==> src/rtl/rgmii_rx_ddr.sv <==
module rgmii_rx_ddr #(
  parameter int NIB_W = 4
) (
  input  logic                 rx_clk,
  input  logic                 rst,
  input  logic [NIB_W-1:0]     rx_nib,
  input  logic                 rx_ctl,
  output logic [2*NIB_W-1:0]   rx_byte,
  output logic                 rx_valid,
  output logic                 rx_error
);

  localparam int BYTE_W = 2 * NIB_W;

  logic [NIB_W-1:0] lo_q, hi_q;
  logic             dv_q, er_q;

  always_ff @(posedge rx_clk) begin
    if (rst) begin
      lo_q <= '0;
      dv_q <= 1'b0;
    end else begin
      lo_q <= rx_nib;
      dv_q <= rx_ctl;
    end
  end

  always_ff @(negedge rx_clk) begin
    if (rst) begin
      hi_q <= '0;
      er_q <= 1'b0;
    end else begin
      hi_q <= rx_nib;
      er_q <= rx_ctl;
    end
  end

  always_ff @(posedge rx_clk) begin
    if (rst) begin
      rx_byte  <= '0;
      rx_valid <= 1'b0;
      rx_error <= 1'b0;
    end else begin
      rx_byte  <= dv_q ? {hi_q, lo_q} : {BYTE_W{1'b0}};
      rx_valid <= dv_q;
      rx_error <= er_q;
    end
  end

  logic [1:0] warm;
  always_ff @(posedge rx_clk) begin
    if (rst) warm <= '0;
    else if (warm != 2'd3) warm <= warm + 2'd1;
  end

  a_r6_zero_when_idle: assert property (@(posedge rx_clk) disable iff (rst)
    !rx_valid |-> rx_byte == '0);

  a_r3_valid_from_rise: assert property (@(posedge rx_clk) disable iff (rst)
    warm >= 2'd2 |-> rx_valid == $past(rx_ctl, 2));

  a_r1_low_nibble: assert property (@(posedge rx_clk) disable iff (rst)
    (warm >= 2'd2 && rx_valid) |-> rx_byte[NIB_W-1:0] == $past(rx_nib, 2));

  a_r2_high_nibble: assert property (@(posedge rx_clk) disable iff (rst)
    (warm >= 2'd1 && rx_valid) |-> rx_byte[BYTE_W-1:NIB_W] == $past(hi_q));

endmodule

==> config.mk <==
export PLATFORM = sky130hd
export DESIGN_NAME = rgmii_rx_ddr
export DESIGN_NICKNAME = d
export VERILOG_FILES = /design/src/rtl/rgmii_rx_ddr.sv
export SDC_FILE = /design/constraint.sdc
export NUM_CORES = 1
export LEC_CHECK = 0
export ABC_AREA = 0
export BUFFER_PORTS_ARGS = -buffer_cell sky130_fd_sc_hd__buf_2
export CAP_MARGIN = 25
export CORE_MARGIN = 2
export CORE_UTILIZATION = 30
export DETAILED_ROUTE_END_ITERATION = 10
export SLEW_MARGIN = 20
export SYNTH_ARGS = -nofsm -noshare
export SYNTH_HDL_FRONTEND = slang
export SYNTH_SLANG_ARGS = --single-unit
==> constraint.sdc <==
create_clock -name rx_clk -period 0.8 [get_ports rx_clk]
set_clock_uncertainty 0.05 [all_clocks]
set_input_delay 0.08 -clock rx_clk [delete_from_list [all_inputs] [get_ports rx_clk]]
set_output_delay 0.08 -clock rx_clk [all_outputs]
set_load 0.01 [all_outputs]
==> out/results.md <==
| Item | Reported | Unit |
|---|---|---|
| Pin count of the biggest net entering global routing | 12 | - |
| Reg-to-Reg Start | hi_q[2] | - |
| Placed Cells incl. Taps | 71 | - |
| Placed wire-length estimate after detailed placement | 514 | µm |
| Yosys warnings | 0 | - |
| Wire length of the first global-routing pass | 1130 | µm |
| Buffers and inverters on the worst path | 0 | - |
| Final max-slew violation count | 0 | - |
| Least setup slack across all paths after layout | -247 | ps |
| Final number of hold-violating endpoints | 0 | - |
| Number of filler cells placed in the layout | 161 | - |
| Top-level port count | 17 | - |
| Weighted congestion at the end of routability-driven global placement | 0.619 | - |
| Ratio of routed vias to standard cells | 4.02 | - |
| Stages on worst setup path | 1 | - |
| Floorplan die width | 46 | µm |
| Most congested layer reported by global routing | met2 | - |
| Placement Rows | 15 | - |
| GR Layer Usage met1 | 8.43 | % |
| Share of the synthesized area in the top cell type | 75.7 | % |
| Initial antenna violation count | 0 | - |
| Number of violations reported at the end of detailed-routing iteration 0 | 4 | - |
| Count of port buffers added during placement | 16 | - |
| Hold WC Path Type | input pin to flop | - |
| Count of clock tree sinks | 20 | - |
| Layout net count | 75 | - |
| Kind of cell adding the most delay to the critical path | flip-flops | - |
| Total Die Area | 2120 | µm² |
| WP data arrival | 1190 | ps |
| Delay of the slowest cell on the worst path | 280 | ps |
| Post-Synthesis Cell Area | 529 | µm² |
| Maximum vdd drop | 0.891 | mV |
| Leading area contributor after synthesis | dfxtp_1 | - |
| Area used by multi-input combinational logic | 114 | µm² |
| Register area | 405 | µm² |
| Startpoint Class | flop | - |
| Residual overflow from global routing | 0 | - |
| Library cell used as clock root buffer | clkbuf_4 | - |
| Ordered list of cells on the worst path | and3b_1 | - |
| Clock buffer depth | 2 | - |
| Worst slew margin relative to its limit | 88.0 | % |
| Post-CTS Setup Inserts | 0 | - |
| Worst Setup SP | hi_q[2] | - |
| Cells on Worst Hold Path | 2 | - |
| Accumulated negative setup slack | -1760 | ps |
| Syn avg cell area | 14.3 | µm² |
| Fraction of layout instances using a drive strength above 1 | 38.8 | % |
| Final setup fails | 15 | - |
| Worst Hold Launch | rst | - |
| CTS tree | yes | - |
| Worst hold slack | 28.2 | ps |
| Number of CTS-inserted buffers | 3 | - |
| H-tree depth | 1 | - |
| Synthesized instance count | 37 | - |
| Cell Area, Placed | 634 | µm² |
| Wirelength, routed | 734 | µm |
| Diodes inserted | 0 | - |
| GRT Resource Usage Total | 8.08 | % |
| Crit Path Max Fanout | 1 | - |
| Failing checks | negative setup slack | - |
| Slowest cell on the critical path | dfxtp_1 | - |
| Worst-case reg-to-reg path depth | 1 | - |
| Met3 Resource Use GR | 3.57 | % |
| Cell variety after synth | 5 | - |
| Area added between synthesis and finish | 43.5 | % |
| Endpoint kind of the worst setup timing path | flop | - |
| Sequential-to-total area share from yosys stat | 75.7 | % |
| Setup Crit Path Kind | flop to flop | - |
| Post-route DRC | 0 | - |
| Slew at the pin closest to its max-slew limit | 180 | ps |
| Final non-filler cell total | 84 | - |
| Source-to-sink clock delay at the later pin of the worst-skew pair | 350 | ps |
| LEAKAGE | 0.406 | nW |
| Initial standard-cell utilization of the core | 31.3 | % |
| Largest cells by area after synthesis | dfxtp_1, and3b_1, nor2b_1 | - |
| Synthesized Nets | 44 | - |
| Vertical die dimension | 46 | µm |
| Worst endpoint required time | 940 | ps |
| Total of flip-flops plus latches after synthesis | 20 | - |
| Number of vias in the routed layout | 338 | - |
| Wire length per cell | 8.74 | µm |
| Max-Cap Viols | 0 | - |
| Power Dens Cells | 2350 | nW/µm² |
| Post-route standard cell area excluding fillers | 759 | µm² |
| Number of search-and-repair iterations in the first detailed-routing pass | 3 | - |
| Met2 GRT Util | 12.2 | % |
| RSZ-0062 raised after global routing | yes | - |
| Post-Place Setup Slack | -199 | ps |
| Floorplan Core Area | 1690 | µm² |
| Number of global-route vias before repair | 296 | - |
| Number of nets with antenna violations after routing | 0 | - |
| Result of the run | finished, violations left | - |
| Clk slew on worst S/H paths | 110 | ps |
-- logic make-up after synthesis --
family,share of synthesized area (%)
flip-flops,75.6
AND/OR/NAND/NOR,21.5
buffers and inverters,2.84
-- routing by layer --
layer | share of wire, % | wire length [µm]
met4 | 0 | 0
met5 | 0 | 0
met1 | 42 | 308
met2 | 52 | 381
met3 | 6.0 | 44
-- worst paths after layout --
check                to  slack (ps)
max          rx_byte[6]        -250
max reg2reg  rx_byte[6]        -250
min reg2reg  rx_byte[0]         430
min            rx_error          30
-- synth_stat cells, drive strengths merged --
cell / number
dfxtp: 20
and3b: 8
nor2b: 7
buf: 1
inv: 1
-- state kept, by name (all words and copies together) (netlist names) --
signal    count
rx_byte       8
hi_q          4
lo_q          4
dv_q          1
er_q          1
rx_error      1
rx_valid      1
-- where the power goes --
| part | internal [mW] | leakage (nW) | switching (mW) |
|---|---|---|---|
| clock network | 0.309 | 0.0476 | 0.342 |
| registers | 1.04 | 0.166 | 0.0116 |
| logic | 0.0573 | 0.192 | 0.0305 |
-- cell usage in the layout, fill, tap and decap left out --
| cell | Yosys | layout |
|---|---|---|
| buf_4 | 0 | 2 |
| inv_1 | 1 | 5 |
| nor2b_1 | 7 | 7 |
| buf_6 | 1 | 3 |
| dfxtp_1 | 20 | 16 |
| buf_2 | 0 | 13 |
| and3b_1 | 8 | 8 |
| clkbuf_8 | 0 | 1 |
| dlygate4sd3_1 | 0 | 5 |
| clkbuf_4 | 0 | 3 |
| dfxtp_2 | 0 | 4 |
-- final cells by class --
class / count / share of cell area (%)
Timing Repair Buffer: 23 / 21.6
Sequential cell: 20 / 53.4
Clock inverter: 5 / 2.47
Multi-Input combinational cell: 15 / 15.0
Clock buffer: 4 / 4.78
Tap cell: 17 / 2.80
-- timing repair --
action,in CTS,in global routing
gates resized for setup,0,7
hold endpoints to repair,5,0
hold buffers,5,0
endpoints found under the setup margin,15,18
-- metrics by stage --
step | total power [mW] | util [%]
after floorplan | 1.15 | -
after global placement | 1.18 | 37.6
after detailed placement | 1.18 | 37.6
after CTS | 1.82 | 43.6
after global routing | 1.89 | 45.0
final | 1.79 | 45.0
(Power assumes the default switching activity.)
